### src/rtl/sem_flag_unit.sv
module sem_flag_unit #(
  parameter int NFLAG = 8,
  parameter int DW    = 9
) (
  input  logic                     clk,
  input  logic                     rst_n,
  input  logic                     l_sem_n,
  input  logic                     l_ce_n,
  input  logic                     l_rw,
  input  logic                     l_oe_n,
  input  logic [$clog2(NFLAG)-1:0] l_addr,
  input  logic [DW-1:0]            l_din,
  output logic [DW-1:0]            l_dout,
  output logic                     l_doe,
  input  logic                     r_sem_n,
  input  logic                     r_ce_n,
  input  logic                     r_rw,
  input  logic                     r_oe_n,
  input  logic [$clog2(NFLAG)-1:0] r_addr,
  input  logic [DW-1:0]            r_din,
  output logic [DW-1:0]            r_dout,
  output logic                     r_doe
);
  localparam int AW = $clog2(NFLAG);

  logic [NFLAG-1:0] hold_l, hold_r, req_l, req_r;
  logic [NFLAG-1:0] hold_l_n, hold_r_n, req_l_n, req_r_n;
  logic [NFLAG-1:0] l_hit, r_hit, free, gnt_l, gnt_r;
  logic             l_rw_q, r_rw_q;
  logic             l_sel, r_sel, l_wr, r_wr;
  logic             l_claim, l_rel, r_claim, r_rel;
  logic             unused_hi;

  assign unused_hi = ^{l_din[DW-1:1], r_din[DW-1:1]};

  // a flag access needs select low with the memory enable released
  assign l_sel = !l_sem_n && l_ce_n;
  assign r_sel = !r_sem_n && r_ce_n;

  assign l_wr = l_sel && l_rw && !l_rw_q;
  assign r_wr = r_sel && r_rw && !r_rw_q;

  assign l_claim = l_wr && !l_din[0];
  assign l_rel   = l_wr &&  l_din[0];
  assign r_claim = r_wr && !r_din[0];
  assign r_rel   = r_wr &&  r_din[0];

  assign l_hit = NFLAG'(1) << l_addr;
  assign r_hit = NFLAG'(1) << r_addr;

  assign free  = ~hold_l & ~hold_r;
  assign gnt_l = free & req_l;
  assign gnt_r = free & req_r & ~req_l;

  always_comb begin
    hold_l_n = hold_l | gnt_l;
    hold_r_n = hold_r | gnt_r;
    req_l_n  = req_l & ~gnt_l;
    req_r_n  = req_r & ~gnt_r;
    if (l_rel) begin
      hold_l_n = hold_l_n & ~l_hit;
      req_l_n  = req_l_n  & ~l_hit;
    end
    if (l_claim) req_l_n = req_l_n | (l_hit & ~hold_l_n);
    if (r_rel) begin
      hold_r_n = hold_r_n & ~r_hit;
      req_r_n  = req_r_n  & ~r_hit;
    end
    if (r_claim) req_r_n = req_r_n | (r_hit & ~hold_r_n);
  end

  always_ff @(posedge clk) begin
    if (!rst_n) begin
      hold_l <= '0;
      hold_r <= '0;
      req_l  <= '0;
      req_r  <= '0;
      l_rw_q <= 1'b1;
      r_rw_q <= 1'b1;
    end else begin
      hold_l <= hold_l_n;
      hold_r <= hold_r_n;
      req_l  <= req_l_n;
      req_r  <= req_r_n;
      l_rw_q <= l_rw;
      r_rw_q <= r_rw;
    end
  end

  assign l_doe  = l_sel && l_rw && !l_oe_n;
  assign r_doe  = r_sel && r_rw && !r_oe_n;
  assign l_dout = {DW{~hold_l[l_addr]}};
  assign r_dout = {DW{~hold_r[r_addr]}};

  assert_excl_R5: assert property (@(posedge clk) disable iff (!rst_n)
    (hold_l & hold_r) == '0);

  assert_ignore_l_R8: assert property (@(posedge clk) disable iff (!rst_n)
    !l_ce_n |-> !l_doe);
  assert_ignore_r_R8: assert property (@(posedge clk) disable iff (!rst_n)
    !r_ce_n |-> !r_doe);

  assert_read_rep_R3: assert property (@(posedge clk) disable iff (!rst_n)
    l_doe |-> (l_dout == {DW{l_dout[0]}}));

  for (genvar i = 0; i < NFLAG; i++) begin : g_chk
    assert_tie_R6: assert property (@(posedge clk) disable iff (!rst_n)
      (req_l[i] && req_r[i] && !hold_l[i] && !hold_r[i] && !(l_rel && l_hit[i]))
      |=> hold_l[i]);
    assert_grant_src_R4: assert property (@(posedge clk) disable iff (!rst_n)
      $rose(hold_r[i]) |-> $past(req_r[i]));
    assert_release_R7: assert property (@(posedge clk) disable iff (!rst_n)
      (l_rel && l_hit[i]) |=> (!hold_l[i] && !req_l[i]));
  end
endmodule

### config.mk
export PLATFORM = sky130hd
export DESIGN_NAME = sem_flag_unit
export DESIGN_NICKNAME = d
export VERILOG_FILES = /design/src/rtl/sem_flag_unit.sv
export SDC_FILE = /design/constraint.sdc
export NUM_CORES = 1
export LEC_CHECK = 0
export ABC_AREA = 1
export BUFFER_PORTS_ARGS = -buffer_cell sky130_fd_sc_hd__buf_2
export CORE_MARGIN = 2
export CORE_UTILIZATION = 52
export DETAILED_ROUTE_END_ITERATION = 10
export PLACE_DENSITY = 0.87
export SLEW_MARGIN = 20
export SYNTH_ARGS = -nofsm -noshare
export SYNTH_HDL_FRONTEND = slang
export SYNTH_SLANG_ARGS = --single-unit
### constraint.sdc
create_clock -name clk -period 1.3 [get_ports clk]
set_input_delay 0.195 -clock clk [delete_from_list [all_inputs] [get_ports clk]]
set_output_delay 0.195 -clock clk [all_outputs]
set_load 0.02 [all_outputs]
### Word-level counts from Yosys, hierarchy flattened

Cells that the tools add are included.

| word-level totals | value |
|---|---|
| bits in registers | 34 |
| latch bits | 0 |
| memory bits (writable) | 0 |
| memory bits (read-only) | 0 |
| output and inout bits | 20 |
| word-level logic and storage cells | 67 |
| memories | 0 |

| cells by class | value |
|---|---|
| add/sub/neg operators | 0 |
| multipliers | 0 |
| divide/modulo/power cells | 0 |
| $lt $le $gt $ge | 2 |
| eq/ne operators | 0 |
| shift-type cells | 2 |
| mux-type cells | 10 |
| bitwise gates (word level) | 27 |
| reduce and logical (&&, ||, !) cells | 20 |

Operator list:

| kind | number |
|---|---|
| $and 8x8->8 | 12 |
| $not 8->8 | 9 |
| $mux 8 | 6 |
| $or 8x8->8 | 4 |
| $shl 1x3->8 const A | 2 |
| $logic_and 1x1->1 | 12 |
| $logic_not 1->1 | 8 |
| $lt 3x4->1 const B | 2 |
| $bmux 1 s3 | 2 |
| $mux 1 | 2 |
| $not 1->1 | 2 |

### Depth between registers and ports, before layout

Gate-level depths: netlist (run 1).

| logic depth | value |
|---|---|
| depth in word-level cells | 11 |
| depth in mapped cells | 7 |
| mapped depth without buffers | 6 |

### Worst setup path before layout (run 1)

OpenSTA, ideal clock, no wires.

| timing | value |
|---|---|
| kind | register -> output |
| start point | reg hold_l[1] |
| end point | out l_dout[1] |
| arrival | 1,070 ps |
| required time | 1,105 ps |
| slack | 35 ps |
| stages on the path, launching flop included | 7 |
| cells stage by stage | dfxtp_1 inv_1 nand3_1 o2111ai_1 nand2_1 nand2_1 buf_4 |

| on the way | value |
|---|---|
| word-level cells in the longest chain between the ends | 3 |

RTL lines:

| item | RTL line | RTL |
|---|---|---|
| from (decl) | 26 | `logic [NFLAG-1:0] hold_l, hold_r, req_l, req_r;` |
| from (signal assigned) | 81 | `hold_l <= hold_l_n;` |
| $bmux 1 s3 | 92 | `assign l_dout = {DW{~hold_l[l_addr]}};` |
| $mux 1 (implied by the code) | 92 |  |
| $not 1->1 | 92 |  |
| to (decl) | 13 | `output logic [DW-1:0] l_dout,` |

Every way passes these cells. The select of a mux whose other input is x is not followed.

### Worst setup path in the final report (run 1)

| timing | value |
|---|---|
| start point | reg hold_r[2] |
| end point | out r_dout[2] |

| on the way | value |
|---|---|
| word-level cells in the longest chain between the ends | 3 |

RTL lines:

| item | RTL line | RTL |
|---|---|---|
| from (decl) | 26 |  |
| from (signal assigned) | 82 | `hold_r <= hold_r_n;` |
| $bmux 1 s3 | 93 | `assign r_dout = {DW{~hold_r[r_addr]}};` |
| $mux 1 (implied by the code) | 93 |  |
| $not 1->1 | 93 |  |
| to (decl) | 21 | `output logic [DW-1:0] r_dout,` |

Every way passes these cells. The select of a mux whose other input is x is not followed.

==> impl_metrics.ini, run 1 <==
[placement]
dpl.hpwl_mm = 3.22
place.gp.congestion = 0.908
port_buffers = 37
placed_area_sq_um = 2060
dp_cells = 350
dp_slack_ns = -0.0740

[timing]
setup_viol = 18
tightest_slew_ns = 0.391
rsz0062_at_grt = true
hold_violations = 0
fin_skew_ns = 0.00607
worst_slack_ns = -0.196
drv_slew = 0
max_freq_mhz = 669
slew-limit-headroom_pct = 73.9
fin_crit_ns = 1.50
fin_crit_sh_pct = 115
hold_ws_ns = 0.112

[final_layout]
mostFrequentLayoutCells = 48 x nor2_1, 38 x a21oi_1, 32 x inv_1, 24 x nand2_1, 21 x dfxtp_1
diodes = 0
fin_nets = 354
final_cell_area_sq_um = 2440
instances_no_fill = 368
area_delta_synth_final_pct = 27.0
fillers = 282
layout_commonest_cell = nor2_1
drive_gt1_share_pct = 33.1

[flow_run]
maxCapViolations = 0

[power]
irDropWorstVdd_v = 0.000980
powerDensity_nw_per_um2 = 928
leakage_nw = 0.940
total_power_w = 0.00227

[logic_synthesis]
synth-seq-cells = 34
yosysTopAreaCell = dfxtp_1
synth_area_sq_um = 1920
synth_area_leaders = dfxtp_1 35%, a21oi_1 9.9%, nor2_1 9.4%
ys_types = 21
postSynthNetCount = 312
yosysTopAreaCellShare_pct = 35.4
syn_avg_cell_area_sq_um = 6.92
seq_area_frac_synth_pct = 35.4
syn_inst = 278
yosys_warnings = 0

[cts]
htree_num_levels = 2
tritoncts = built
clk_latency_ns = 0.29
cts_inserted_buffers = 5
hold_buffers = 0
clkTransAtPathRegs_ns = 0.07
clockRootBuffer = clkbuf_8
clkSinkCount = 34
clockBufferDepth = 2

[critical_path]
cp_max_fo = 5
cp-start-kind = flop
crit_required_ns = 1.11
cp-end-kind = primary output
criticalPathCategory = reg -> out
arrival_ns = 1.30

[min_path]
min_path_type = in -> reg

[global_route]
gr-max-usage-layer = met2
grt_usage_pct = 25.0
grt_use_met3_pct = 5.73
grt_max_degree = 19
use_met1_pct = 29.1
grt_pass1_wl_mm = 7.96
gr-usage-met2_pct = 42.8
grt_overflow = 0
antenna_found_initial = 0
grt_pass1_vias = 1825

[drt]
drc = 0
wirelength_mm = 5.00
drt.antenna.violating_nets = 0
post_drt_wl_per_cell_um = 13.6
via_count = 2005
drtIter0Drc = 168
viasPerCell = 5.45
drt_first_pass_iters = 4

[floorplan]
pin_count = 54
chipHeight_um = 64.8
design.die.area_sq_um = 4200
core_area_sq_um = 3610
start_util_pct = 53.3
rows = 22
chipWidth_um = 64.8

[outcome]
violations = setup timing
status = finished with violations
-- power breakdown --
group / total [W] / switching [W] / internal, W
combinational: 0.000472 / 0.000277 / 0.000195
clock: 0.000746 / 0.000387 / 0.000359
sequential: 0.00105 / 0.00000353 / 0.00105
-- critical path, stage by stage, from the launching register on --
cell       delay [ns]
dfxtp_2          0.34
inv_1            0.06
nand3_2          0.07
o2111ai_2        0.13
nand2_2          0.16
nand2_4          0.10
buf_6            0.15
-- kinds of logic (layout without fill, tap and decap cells) --
group | Yosys count | after routing | share of synthesized area [%]
AND/OR/NAND/NOR | 139 | 141 | 35.4
buffers and inverters | 61 | 101 | 17.0
AO/OA/AOI/OAI | 44 | 44 | 12.2
flip-flops | 34 | 34 | 35.4
-- final timing paths --
kind	from	endpoint	slack (ns)	cells after the start
hold reg to reg	req_r[3]	req_r[3]	0.55	4
setup / recovery	hold_r[2]	r_dout[2]	-0.20	6
hold / removal	l_rw	l_rw_q	0.11	2
setup reg to reg	r_rw_q	hold_r[3]	0.19	3
-- per-layer routing --
metal	part of all wire (%)	wire length [um]	vias up
met2	50	2500	103
met1	40	2010	899
met3	7.7	383	12
met4	2.3	113	0
met5	0	0	-
li1	-	-	991
-- sequential cells by signal, summed over array words and instances, names as in the netlist --
| name | count |
|---|---|
| l_rw_q | 1 |
| hold_r | 8 |
| req_r | 8 |
| req_l | 8 |
| hold_l | 8 |
| r_rw_q | 1 |
-- final cells by class --
type	count	area [sq um]	share of cell area, %
clock buffer	5	68.8	2.82
clock inverter	2	10.0	0.410
inverter	38	143	5.84
multi-input combinational	185	1020	41.9
sequential	34	697	28.5
tap	48	60.1	2.46
timing repair buffer	56	440	18.0
-- stage by stage --
step | setup TNS, ns | util, %
after global routing | -4.11 | 67.7
after global placement | -0.350 | 57.1
after detailed placement | -0.683 | 57.1
final | -3.03 | 67.7
after floorplan | 0 | -
after CTS | -2.74 | 64.9
-- Yosys cell counts --
master and count:
nor3_1 1, a21oi_1 38, dfxtp_1 34, nand4_1 14, nor2_4 2, clkbuf_1 1
o21ai_0 1, buf_4 17, dlymetal6s2s_1 1, inv_1 38, nand3_2 2, buf_2 1
or2_2 2, o22ai_1 2, nand3_1 24, o2111ai_1 3, nand2_1 30, clkbuf_8 1
nor2_1 48, nor3b_1 16, buf_6 2
-- what timing repair did --
item | in CTS | in global routing
buffers inserted | 6 | 3
setup endpoints to repair | 18 | 18
resized for setup | 54 | 24
cloned | 1 | 1
pin swaps | 9 | 9
Power figures use the tool's default switching activity.
==> run 2: changes to the inputs <==
--- a/config.mk
+++ b/config.mk
@@ -7,10 +7,12 @@
 export LEC_CHECK = 0
 export ABC_AREA = 1
 export BUFFER_PORTS_ARGS = -buffer_cell sky130_fd_sc_hd__buf_2
+export CORE_ASPECT_RATIO = 1.1
 export CORE_MARGIN = 2
 export CORE_UTILIZATION = 52
 export DETAILED_ROUTE_END_ITERATION = 10
 export PLACE_DENSITY = 0.87
+export RECOVER_POWER = 100
 export SLEW_MARGIN = 20
 export SYNTH_ARGS = -nofsm -noshare
 export SYNTH_HDL_FRONTEND = slang
==> impl_metrics.ini, run 2 (synthesized netlist as in run 1, its figures left out) <==
[placement]
dpl.hpwl_mm = 3.31
port_buffers = 37
placed_area_sq_um = 2070
place.gp.congestion = 0.885

[cts]
clockRootBuffer = clkbuf_8
htree_num_levels = 2
clk_latency_ns = 0.30
tritoncts = built
clkSinkCount = 34
cts_inserted_buffers = 5
clkTransAtPathRegs_ns = 0.07
clockBufferDepth = 2

[critical_path]
r2r_cells = 4
cp_num_buf_inv = 2
path_cells = inv_2 -> nand3_2 -> o2111ai_2 -> nand2_2 -> nand2_4 -> buf_6
cp-start-kind = flop
criticalPathCategory = reg -> out
rrSetupSlack_ns = 0.13
slowest_stage = dfxtp_2
cpLargestDelayFamily = flip-flops
r2r-end = hold_r[1]
cp_max_fo = 5
worstReg2RegStart = r_rw_q
arrival_ns = 1.30
cp-end-kind = primary output
crit_required_ns = 1.11
critical-path-max-stage-delay_ns = 0.34

[timing]
fin_crit_sh_pct = 115
fin_crit_ns = 1.49
rsz0062_at_grt = true
setup_viol = 18
drv_slew = 0
tightest_slew_ns = 0.352
slew-limit-headroom_pct = 76.6
max_freq_mhz = 670
worst_slack_ns = -0.193
hold_violations = 0
fin_skew_ns = 0.00350

[floorplan]
pin_count = 54
rows = 23
design.die.area_sq_um = 4200
chipHeight_um = 67.8
core_area_sq_um = 3600
chipWidth_um = 62.0
start_util_pct = 53.5

[final_layout]
multiInputGateArea_sq_um = 1030
diodes = 0
area_delta_synth_final_pct = 29.1
fin_util_pct = 69.0
layout_commonest_cell = nor2_1
mostFrequentLayoutCells = 48 x nor2_1, 38 x a21oi_1, 29 x inv_1, 24 x nand2_1, 23 x buf_4
seq_area_sq_um = 699
fin_nets = 359
fillers = 291
drive_gt1_share_pct = 34.8
final_cell_area_sq_um = 2480

[power]
powerDensity_nw_per_um2 = 911
leakage_nw = 0.958
irDropWorstVdd_v = 0.000664

[min_path]
min_path_cells = 2
hp-start = r_rw
min_path_type = in -> reg
min_to = r_rw_q

[global_route]
grt_usage_pct = 25.9
grt_pass1_vias = 1886
grt_max_degree = 17
grt_pass1_wl_mm = 7.80
antenna_found_initial = 0
grt_overflow = 0

[drt]
drtIter0Drc = 153
drt_first_pass_iters = 4
drc = 0
viasPerCell = 5.48
drt.antenna.violating_nets = 0
wirelength_mm = 5.13
via_count = 2055
post_drt_wl_per_cell_um = 13.7

[outcome]
status = finished with violations
violations = setup timing

[flow_run]
maxCapViolations = 0
==> run 2: report_power, final <==
group / internal (W) / leakage [nW] / switching, W
clock network: 0.000368 / 0.0383 / 0.000368
logic: 0.000194 / 0.638 / 0.000281
registers: 0.00105 / 0.282 / 0.00000379
==> run 2: worst reg2reg max path, stage by stage (launching register included) <==
cell and delay [ns]:
dfxtp_1 0.32, nor2_4 0.09, clkbuf_2 0.32, nand3_1 0.15, nor3b_1 0.18
==> run 2: worst max path at each step <==
| stage | depth (start not counted) | from | slack (ns) | endpoint |
|---|---|---|---|---|
| detailed placement | 7 | r_addr[0] | -0.04 | r_dout[3] |
| finish | 6 | hold_l[2] | -0.19 | l_dout[7] |
| global placement | 7 | r_addr[0] | -0.03 | r_dout[0] |
| floorplan | 6 | hold_l[1] | 0.03 | l_dout[1] |
| global route | 6 | hold_l[2] | -0.23 | l_dout[7] |
| CTS | 6 | hold_r[2] | -0.15 | r_dout[3] |
==> run 2: cell type report <==
class / count / area share, %
clock buffer: 7 / 3.07
inverter: 38 / 5.75
multi-input combinational: 185 / 41.4
sequential: 34 / 28.2
tap: 50 / 2.52
timing repair buffer: 61 / 19.1
==> run 2: metrics by stage <==
step	std cells	power, W	hold WS [ns]	worst slack [ns]	setup TNS (ns)
2_1_floorplan	278	0.00134	0.302	0.0348	0
3_3_place_gp	352	0.00140	0.409	-0.0274	-0.271
3_5_place_dp	352	0.00140	0.412	-0.0387	-0.535
4_1_cts	367	0.00221	0.106	-0.153	-2.42
5_1_grt	375	0.00235	0.127	-0.234	-3.82
6_report	375	0.00226	0.109	-0.193	-3.04
==> run 2: repair_timing <==
action,4_1_cts,5_1_grt
hold buffers,0,0
buffers inserted,7,7
pin swaps,8,11
cloned,1,1
gates resized for setup,59,24
endpoints found under the setup margin,18,18
==> run 2: routing by layer <==
| metal | vias up | part of all wire (%) | global-route usage [%] | wire (um) |
|---|---|---|---|---|
| li1 | 996 | - | - | - |
| met1 | 936 | 38 | 27.9 | 1960 |
| met2 | 109 | 52 | 46.4 | 2650 |
| met3 | 14 | 7.3 | 6.51 | 376 |
| met4 | 0 | 2.9 | 10.9 | 149 |
| met5 | - | 0 | 0 | 0 |
